$ cat config.mk
export PLATFORM = sky130hd
export DESIGN_NAME = alu8080_unit
export DESIGN_NICKNAME = d
export VERILOG_FILES = /design/src/rtl/alu8080_pkg.sv /design/src/rtl/alu8080_ctrl.sv /design/src/rtl/alu8080_dp.sv /design/src/rtl/alu8080_flagreg.sv /design/src/rtl/alu8080_unit.sv
export SDC_FILE = /design/constraint.sdc
export NUM_CORES = 1
export LEC_CHECK = 0
export BUFFER_PORTS_ARGS = -buffer_cell sky130_fd_sc_hd__buf_2
export CAP_MARGIN = 5
export CORE_MARGIN = 2
export CORE_UTILIZATION = 55
export DETAILED_ROUTE_END_ITERATION = 7
export GPL_TIMING_DRIVEN = 0
export HOLD_SLACK_MARGIN = 0.06
export PLACE_DENSITY_LB_ADDON = 0.2
export SETUP_SLACK_MARGIN = 0.1
export SLEW_MARGIN = 25
export SYNTH_ARGS = -nofsm -noshare
export SYNTH_HDL_FRONTEND = slang
export SYNTH_SLANG_ARGS = --single-unit
export TNS_END_PERCENT = 20
$ cat constraint.sdc
create_clock -name clk -period 4.7 [get_ports clk]
set_input_delay 0 -clock clk [delete_from_list [all_inputs] [get_ports clk]]
set_output_delay 0 -clock clk [all_outputs]
set_load 0.03 [all_outputs]
$ cat src/rtl/alu8080_pkg.sv
package alu8080_pkg;
  localparam int DW  = 8;
  localparam int NW  = DW / 2;
  localparam int OPW = 5;

  // bit positions in the packed flag byte
  localparam int FL_CY   = 0;
  localparam int FL_ONE  = 1;
  localparam int FL_PAR  = 2;
  localparam int FL_Z3   = 3;
  localparam int FL_AC   = 4;
  localparam int FL_Z5   = 5;
  localparam int FL_ZERO = 6;
  localparam int FL_SIGN = 7;

  localparam logic [DW-1:0] FLAG_ONES  = DW'(1 << FL_ONE);
  localparam logic [DW-1:0] FLAG_KEEP  = ~(DW'(1 << FL_Z3) | DW'(1 << FL_Z5) | FLAG_ONES);
  localparam logic [DW-1:0] FLAG_RESET = FLAG_ONES;

  typedef enum logic [OPW-1:0] {
    OP_ADD = 5'd0,  OP_ADC = 5'd1,  OP_SUB = 5'd2,  OP_SBB = 5'd3,
    OP_CMP = 5'd4,  OP_AND = 5'd5,  OP_XOR = 5'd6,  OP_OR  = 5'd7,
    OP_INR = 5'd8,  OP_DCR = 5'd9,  OP_CPL = 5'd10, OP_STC = 5'd11,
    OP_CMC = 5'd12, OP_RLC = 5'd13, OP_RRC = 5'd14, OP_RAL = 5'd15,
    OP_RAR = 5'd16, OP_DAA = 5'd17
  } aluOp_e;

  typedef enum logic [2:0] {
    RS_SUM, RS_AND, RS_XOR, RS_OR, RS_CPL, RS_ROT, RS_DAA, RS_PASS
  } resSel_e;

  typedef enum logic [2:0] {
    AC_KEEP, AC_SUM, AC_AND, AC_ZERO, AC_DAA
  } acMode_e;

  typedef enum logic [2:0] {
    CY_KEEP, CY_SUM, CY_BORROW, CY_ZERO, CY_SET, CY_INV, CY_ROT, CY_DAA
  } cyMode_e;

  typedef struct packed {
    resSel_e resSel;
    logic    invB;
    logic    useCin;
    logic    incDec;
    logic    isDec;
    logic    keepAcc;
    logic    wrSzp;
    acMode_e acMode;
    cyMode_e cyMode;
    logic    rotRight;
    logic    rotThru;
  } ctrl_t;
endpackage

$ cat src/rtl/alu8080_ctrl.sv
module alu8080_ctrl
  import alu8080_pkg::*;
(
  input  logic [OPW-1:0] opSel,
  output ctrl_t          ctrl
);
  always_comb begin
    ctrl          = '0;
    ctrl.resSel   = RS_PASS;
    ctrl.acMode   = AC_KEEP;
    ctrl.cyMode   = CY_KEEP;
    case (aluOp_e'(opSel))
      OP_ADD, OP_ADC: begin
        ctrl.resSel = RS_SUM;
        ctrl.useCin = (aluOp_e'(opSel) == OP_ADC);
        ctrl.wrSzp  = 1'b1;
        ctrl.acMode = AC_SUM;
        ctrl.cyMode = CY_SUM;
      end
      OP_SUB, OP_SBB, OP_CMP: begin
        ctrl.resSel  = RS_SUM;
        ctrl.invB    = 1'b1;
        ctrl.useCin  = (aluOp_e'(opSel) == OP_SBB);
        ctrl.keepAcc = (aluOp_e'(opSel) == OP_CMP);
        ctrl.wrSzp   = 1'b1;
        ctrl.acMode  = AC_SUM;
        ctrl.cyMode  = CY_BORROW;
      end
      OP_AND: begin
        ctrl.resSel = RS_AND;
        ctrl.wrSzp  = 1'b1;
        ctrl.acMode = AC_AND;
        ctrl.cyMode = CY_ZERO;
      end
      OP_XOR, OP_OR: begin
        ctrl.resSel = (aluOp_e'(opSel) == OP_XOR) ? RS_XOR : RS_OR;
        ctrl.wrSzp  = 1'b1;
        ctrl.acMode = AC_ZERO;
        ctrl.cyMode = CY_ZERO;
      end
      OP_INR, OP_DCR: begin
        ctrl.resSel = RS_SUM;
        ctrl.incDec = 1'b1;
        ctrl.isDec  = (aluOp_e'(opSel) == OP_DCR);
        ctrl.wrSzp  = 1'b1;
        ctrl.acMode = AC_SUM;
      end
      OP_CPL: ctrl.resSel = RS_CPL;
      OP_STC: ctrl.cyMode = CY_SET;
      OP_CMC: ctrl.cyMode = CY_INV;
      OP_RLC, OP_RRC, OP_RAL, OP_RAR: begin
        ctrl.resSel   = RS_ROT;
        ctrl.cyMode   = CY_ROT;
        ctrl.rotRight = (aluOp_e'(opSel) == OP_RRC) || (aluOp_e'(opSel) == OP_RAR);
        ctrl.rotThru  = (aluOp_e'(opSel) == OP_RAL) || (aluOp_e'(opSel) == OP_RAR);
      end
      OP_DAA: begin
        ctrl.resSel = RS_DAA;
        ctrl.wrSzp  = 1'b1;
        ctrl.acMode = AC_DAA;
        ctrl.cyMode = CY_DAA;
      end
      default: ;
    endcase
  end
endmodule

$ cat src/rtl/alu8080_dp.sv
module alu8080_dp
  import alu8080_pkg::*;
(
  input  ctrl_t         ctrl,
  input  logic [DW-1:0] accIn,
  input  logic [DW-1:0] operand,
  input  logic [DW-1:0] flagsIn,
  output logic [DW-1:0] result,
  output logic [DW-1:0] flagsNext
);
  // shared adder: add, subtract, compare, increment, decrement
  logic [DW-1:0] aSide, bSide;
  logic          cin;
  always_comb begin
    if (ctrl.incDec) begin
      aSide = operand;
      bSide = ctrl.isDec ? '1 : '0;
      cin   = ~ctrl.isDec;
    end else begin
      aSide = accIn;
      bSide = ctrl.invB ? ~operand : operand;
      cin   = ctrl.useCin ? (flagsIn[FL_CY] ^ ctrl.invB) : ctrl.invB;
    end
  end

  logic [DW:0] sumW;
  logic [NW:0] nibW;
  assign sumW = {1'b0, aSide} + {1'b0, bSide} + {{DW{1'b0}}, cin};
  assign nibW = {1'b0, aSide[NW-1:0]} + {1'b0, bSide[NW-1:0]} + {{NW{1'b0}}, cin};

  // rotates
  logic          rotIn, rotOut;
  logic [DW-1:0] rotRes;
  always_comb begin
    rotOut = ctrl.rotRight ? accIn[0] : accIn[DW-1];
    rotIn  = ctrl.rotThru ? flagsIn[FL_CY] : rotOut;
    rotRes = ctrl.rotRight ? {rotIn, accIn[DW-1:1]} : {accIn[DW-2:0], rotIn};
  end

  // decimal adjust, two correction steps
  logic        lowAdj, hiAdj, daaCy;
  logic [NW:0] daaNib;
  logic [DW:0] daaStep1, daaStep2;
  always_comb begin
    lowAdj   = (accIn[NW-1:0] > NW'(9)) || flagsIn[FL_AC];
    daaNib   = {1'b0, accIn[NW-1:0]} + (lowAdj ? (NW+1)'(6) : '0);
    daaStep1 = {1'b0, accIn} + (lowAdj ? (DW+1)'(6) : '0);
    hiAdj    = (daaStep1[DW-1:NW] > NW'(9)) || flagsIn[FL_CY];
    daaStep2 = {1'b0, daaStep1[DW-1:0]} + (hiAdj ? (DW+1)'(6 << NW) : '0);
    daaCy    = flagsIn[FL_CY] | daaStep1[DW] | daaStep2[DW];
  end

  logic [DW-1:0] res;
  always_comb begin
    case (ctrl.resSel)
      RS_SUM:  res = sumW[DW-1:0];
      RS_AND:  res = accIn & operand;
      RS_XOR:  res = accIn ^ operand;
      RS_OR:   res = accIn | operand;
      RS_CPL:  res = ~accIn;
      RS_ROT:  res = rotRes;
      RS_DAA:  res = daaStep2[DW-1:0];
      default: res = accIn;
    endcase
  end

  logic acBit, cyBit;
  always_comb begin
    case (ctrl.acMode)
      AC_SUM:  acBit = nibW[NW];
      AC_AND:  acBit = accIn[NW-1] | operand[NW-1];
      AC_ZERO: acBit = 1'b0;
      AC_DAA:  acBit = daaNib[NW];
      default: acBit = flagsIn[FL_AC];
    endcase
    case (ctrl.cyMode)
      CY_SUM:    cyBit = sumW[DW];
      CY_BORROW: cyBit = ~sumW[DW];
      CY_ZERO:   cyBit = 1'b0;
      CY_SET:    cyBit = 1'b1;
      CY_INV:    cyBit = ~flagsIn[FL_CY];
      CY_ROT:    cyBit = rotOut;
      CY_DAA:    cyBit = daaCy;
      default:   cyBit = flagsIn[FL_CY];
    endcase
  end

  always_comb begin
    flagsNext = (flagsIn & FLAG_KEEP) | FLAG_ONES;
    if (ctrl.wrSzp) begin
      flagsNext[FL_SIGN] = res[DW-1];
      flagsNext[FL_ZERO] = (res == '0);
      flagsNext[FL_PAR]  = ~^res;
    end
    flagsNext[FL_AC] = acBit;
    flagsNext[FL_CY] = cyBit;
  end

  assign result = ctrl.keepAcc ? accIn : res;
endmodule

$ cat src/rtl/alu8080_flagreg.sv
module alu8080_flagreg
  import alu8080_pkg::*;
(
  input  logic          clk,
  input  logic          rstN,
  input  logic          we,
  input  logic [DW-1:0] d,
  output logic [DW-1:0] q
);
  always_ff @(posedge clk or negedge rstN) begin
    if (!rstN)   q <= FLAG_RESET;
    else if (we) q <= (d & FLAG_KEEP) | FLAG_ONES;
  end
endmodule

$ cat src/rtl/alu8080_unit.sv
module alu8080_unit
  import alu8080_pkg::*;
(
  input  logic           clk,
  input  logic           rstN,
  input  logic [OPW-1:0] opSel,
  input  logic [DW-1:0]  accIn,
  input  logic [DW-1:0]  operand,
  input  logic [DW-1:0]  flagsIn,
  input  logic           flagWe,
  output logic [DW-1:0]  result,
  output logic [DW-1:0]  flagsNext,
  output logic [DW-1:0]  flagsQ
);
  ctrl_t ctrl;

  alu8080_ctrl u_ctrl (.opSel(opSel), .ctrl(ctrl));

  alu8080_dp u_dp (
    .ctrl(ctrl), .accIn(accIn), .operand(operand), .flagsIn(flagsIn),
    .result(result), .flagsNext(flagsNext)
  );

  alu8080_flagreg u_freg (
    .clk(clk), .rstN(rstN), .we(flagWe), .d(flagsNext), .q(flagsQ)
  );
endmodule

* Word-level counts from Yosys, hierarchy flattened
Cells that the tools add are included.
Operators by class: add/subtract/negate cells 7, magnitude comparators 2, equality and inequality tests 34, mux-type cells 27, bitwise gates (word level) 12, reductions and logical operators 15
Operators by type and width (count):
- $pmux 8 s7 | 1
- $mux 8 | 6
- $eq 5x4->1 const B | 8
- $eq 3x3->1 const B | 8
- $pmux 3 s7 | 1
- $eq 5x3->1 const B | 4
- $add 8x9->9 | 2
- $eq 3x2->1 const B | 6
- $pmux 3 s6 | 1
- $not 8->8 | 2
- $pmux 4 s4 | 1
- $eq 5x2->1 const B | 2
- $eq 5x5->1 const B | 2
- $add 8x8->9 | 1
- $add 9x1->9 | 1
- $eq 3x1->1 const B | 3
- $and 8x8->8 | 1
- $gt 4x4->1 const B | 2
- $logic_not 8->1 | 1
- $mux 1 | 8
- $or 8x8->8 | 1
- $reduce_xnor 8->1 | 1
- $xor 8x8->8 | 1
- $mux 7 | 1
- other kinds (19) | 32
Word-level totals: flip-flop bits (word level) 5, bits of input ports 32, output and inout bits 24

* Depth between registers and ports, before layout
depth after elaboration 11, gate-level depth with buffers 22

* Cells and area by module
From an unflattened synthesis, not the netlist that was laid out.
Second synthesis, totals: cell total of the unflattened synthesis 381, area, all modules 2608.8 sq um
By module, submodules not included:
- alu8080_dp | instances 1, cells each 316, area an instance 2103.3 sq um, sequential area each 0.0 sq um
- alu8080_ctrl | instances 1, cells each 50, area an instance 294.0 sq um, sequential area each 0.0 sq um
- alu8080_flagreg | instances 1, cells each 15, area an instance 211.5 sq um, sequential area each 125.1 sq um

* Least setup slack after synthesis
Ideal clock, no wire load.
path type in2reg, start in opSel[1], end reg u_freg.q[2], library setup time 70 ps, arrival 4494 ps, required time 4630 ps, setup slack 137 ps, cell stages on the path 19, buffers on the path 3, path through buf_6 > buf_2 > buf_2 > inv_1 > o211ai_1 > a221oi_1 > fa_1 > fa_1 > nor2b_1 > o21ai_0 > a32oi_1 > xnor2_1 > o221ai_1 > o21ai_0 > ha_1 > xor2_1 > xnor2_1 > o21ai_0 > mux2_2
Between the ends: longest elaborated chain between the ends 10, elaborated cells on any way between the ends 54
RTL lines:
- start, declared | line alu8080_unit.sv:6 | input logic [OPW-1:0] opSel,
- $eq 5x2->1, or another cell as far along | line alu8080_ctrl.sv:12 | case (aluOp_e'(opSel))
- $reduce_or 3->1 / $reduce_or 2->1 (equally long branches)
- $mux 1 / $mux 2 (equally long branches) | line alu8080_ctrl.sv:12
- $mux 8, or another cell as far along | line alu8080_dp.sv:21 | bSide = ctrl.invB ? ~operand : operand;
- $mux 8 / $mux 1 (equally long branches) | line alu8080_dp.sv:15, alu8080_dp.sv:22
- $add 8x8->9 / $mux 1 (equally long branches) | line alu8080_dp.sv:28, alu8080_dp.sv:15
- $add 9x1->9 | line alu8080_dp.sv:28 | assign sumW = {1'b0, aSide} + {1'b0, bSide} + {{DW{1'b0}}, cin};
- $pmux 8 s7 | line alu8080_dp.sv:55 | case (ctrl.resSel)
- $reduce_xnor 8->1 | line alu8080_dp.sv:93 | flagsNext[FL_PAR] = ~^res;
- $mux 1 * | line alu8080_dp.sv:90 | if (ctrl.wrSzp) begin
- via flagsNext[2] | line alu8080_unit.sv:12 | output logic [DW-1:0] flagsNext,
- end signal, assigned | line alu8080_flagreg.sv:12 | else if (we) q <= (d & FLAG_KEEP) | FLAG_ONES;
- end, declared | line alu8080_flagreg.sv:8 | output logic [DW-1:0] q
Mark *: on every way through the listed nets, which the timed path passes. The rest lies on a longest branch. A chain may end at the register's enable or synchronous reset.

* Worst setup path after layout
start in opSel[1], end out flagsNext[2]
Between the ends: longest elaborated chain between the ends 10, elaborated cells on any way between the ends 54
RTL lines (line):
- $eq 5x2->1, or another cell as far along | alu8080_ctrl.sv:12
- $reduce_or 3->1 / $reduce_or 2->1 (equally long branches)
- $mux 1 / $mux 2 (equally long branches) | alu8080_ctrl.sv:12
- $mux 8, or another cell as far along | alu8080_dp.sv:21
- $mux 8 / $mux 1 (equally long branches) | alu8080_dp.sv:15, alu8080_dp.sv:22
- $add 8x8->9 / $mux 1 (equally long branches) | alu8080_dp.sv:28, alu8080_dp.sv:15
- $add 9x1->9 | alu8080_dp.sv:28
- $pmux 8 s7 | alu8080_dp.sv:55
- $reduce_xnor 8->1 | alu8080_dp.sv:93
- $mux 1 * | alu8080_dp.sv:90
- end, declared | alu8080_unit.sv:12
Every way passes the cells marked *; elsewhere a longest branch is shown, timed or not.

==> reports/results.tsv <==
metric	value	unit
floorplan row count	26	
Clk network pwr share	0.129	
Rel. slew slack	0.564	
final setup violation count	0	
NetSw	308	uW
fraction of registers with async set/reset	1.00	
sw frac	0.516	
grt ovf	0	
drt pass-1 iters	5	
Bufs on Longest Clock Path	2	
Hold Path Class	primary input to async pin	
IO Port Bufs	44	
met2 WL	4340	um
post-route clock period utilization	0.933	
Hold Fails Final Rpt	0	
Top Layer Used	met4	
clock skew	0	ns
vias post-DR	3339	
Worst VDD drop	0.172	mV
Max Slew Vio Count	0	
top-count cell post-synth	nand2_1	
commonest cells in the netlist	nand2_1, ha_1, inv_1	
EDFF count, synth	0	
Die Span Y	75.8	um
CTS Root Cell	clkbuf_8	
PD cells	183	nW/um^2
synth warn	0	
Worst setup EP type	output port	
Synth area leader	ha_1	
largest net degree at the start of global routing	11	
ys flop type	dfrtp_1	
Peak Freq	228	MHz
outcome	completed	
global-route wire length before repair	14400	um
share of the synthesized area in the top cell type	0.137	
GPL Wtd Cong	0.966	
Die ar.	5750	sq um
power share of the combinational group	0.777	
crit path kind	primary input to output port	
HPWL Detailed	7590	um
Cells after Synth	396	
met1 WL	4100	um
post-layout power	597	uW
core area	5040	sq um
Seq cells post-synth	5	
Final #Nets	518	
ratio of cells with drive above 1 in the final layout	0.222	
Pleak	0.00147	uW
setup TNS	0	ns
Mapped Area	2840	sq um
Sink Count	5	
Cell variety after synth	78	
antenna violations before repair	0	
starting density of the core	0.563	
final non-filler cell total	521	
Ports	56	
Worst Path Arrival	4.39	ns
Fillers	494	
wire per inst	18.3	um
top cells by area, synth	ha_1, o21ai_0, nand2_1	
Met3 Wirelength	704	um
Num CTS Buffers	3	
drt initial violations	355	
GR Util All Layers	0.330	
Reg clk slew, reported paths	0.03	ns
final wirelength	9510	um
Avg Cell Area, Syn	7.17	sq um
insertion delay to the later sink of the worst-skew pair	0.21	ns
Worst Path Required	4.70	ns
post-route ant nets	0	
vias in the first global route	2863	
sequential share of power	0.093	
number of flip-flops in the largest register	5	
crit path time final	4.39	ns
critical path fanouts, max	10	
Worst-Margin Slew	0.653	ns
CTS tree	yes	
H-tree levels	1	
Antenna Cells	0	
DIE WIDTH	75.8	um
cell internal pwr	289	uW
sequential cell area	125	sq um
CP startpoint kind	primary input	
DRC	0	
RSZ-0062 raised after global routing	false	
Placed Cells	514	
area of the multi-input gates	2410	sq um
vias per inst	6.41	
Most flops, register	u_freg.q	
area grow syn2layout	14.8	%
Max Cap Violations	0	
biggest regs	u_freg.q x5	
Seq/Total Area, Yosys	0.0441	
power groups by stage:
stage	sequential (uW)	combinational (uW)	clock [uW]
6_report	55.7	464	77.2
2_1_floorplan	74.8	307	0
3_5_place_dp	56.3	444	0
3_3_place_gp	56.2	438	0
5_1_grt	57.6	505	82.5
4_1_cts	55.8	452	78.6
layer usage:
layer	vias to the layer above	global-route usage
met5	-	0
met4	0	0.152
met3	36	0.0304
met2	171	0.535
met1	1551	0.439
li1	1581	-
stage by stage:
| stage | hold WS [ns] | instance area [sq um] | setup WS [ns] | util |
|---|---|---|---|---|
| finish | 0.144 | 3260 | 0.313 | 0.646 |
| global route | 0.164 | 3260 | 0.106 | 0.646 |
| CTS | 0.126 | 3240 | 0.155 | 0.642 |
| detailed placement | -0.182 | 3160 | -0.343 | 0.627 |
| global placement | -0.184 | 3160 | -0.284 | 0.627 |
| floorplan | -0.296 | 2850 | 0.137 | - |
worst max-delay path: stages:
cell	delay, ns
buf_2	0.11
buf_6	0.14
buf_2	0.21
clkbuf_4	0.25
clkbuf_4	0.23
mux2_2	0.17
a22oi_1	0.07
o21ai_0	0.19
nand2_1	0.11
fa_1	0.41
fa_1	0.39
nor2b_1	0.16
o21ai_0	0.14
a32oi_2	0.27
xnor2_1	0.12
o221ai_2	0.24
o21ai_0	0.15
ha_1	0.33
xor2_1	0.18
xnor2_1	0.13
o21ai_1	0.18
buf_4	0.20
path summary, 6_finish.rpt:
kind	startpoint	end	slack, ns	cells past startpoint
max	opSel[1]	flagsNext[2]	0.31	22
min	rstN	u_freg.q[7]	0.14	2
max reg2reg	u_freg.q[2]	u_freg.q[2]	3.97	1
min reg2reg	u_freg.q[4]	u_freg.q[4]	0.49	1
max in group asynchronous	rstN	u_freg.q[4]	4.43	2
min in group clk	flagsIn[7]	u_freg.q[7]	0.15	4
area by class of cell:
cell class                 instances  area share
sequential                         5      0.0384
timing repair buffer              47      0.0761
clock buffer                       4      0.0138
inverter                          29      0.0334
multi-input combinational        329       0.740
buffer                            37      0.0718
tap                               70      0.0269
kinds of logic (layout without fill, tap and decap cells):
group                    count (synthesis)  in the layout  synth area share
flip-flops                               5              5            0.0441
multiplexers                            13             13            0.0481
other                                    2              6           0.00265
AO/OA/AOI/OAI                          142            142             0.351
AND/OR/NAND/NOR                        122            122             0.240
buffers and inverters                   66            117             0.119
XOR/XNOR                                11             11            0.0340
adder cells (fa/ha/maj)                 35             35             0.161
timing repair:
| item | 4_1_cts | 5_1_grt |
|---|---|---|
| setup endpoints to repair | 2 | 2 |
| gates resized for setup | 1 | 8 |
| hold buffers | 1 | 0 |
| setup buffers | 2 | 0 |
| pin swaps | 2 | 0 |
| hold endpoints to repair | 5 | 0 |
layout by cell type (no fill, tap or decap), types with 7 or more instances in the layout:
cell type	Yosys	routed
buf_2	11	52
nand2_1	35	35
ha_1	31	31
inv_1	29	29
o21ai_0	28	27
a21oi_1	21	21
nor2_1	20	20
buf_4	12	15
o22ai_1	11	11
nand3_1	9	9
xnor2_1	9	9
mux2i_1	8	8
nor3_1	8	8
o221ai_1	9	8
clkbuf_1	7	7
a31oi_1	7	7
a22oi_1	7	7
Note: power is estimated with default switching activity, not from simulation.
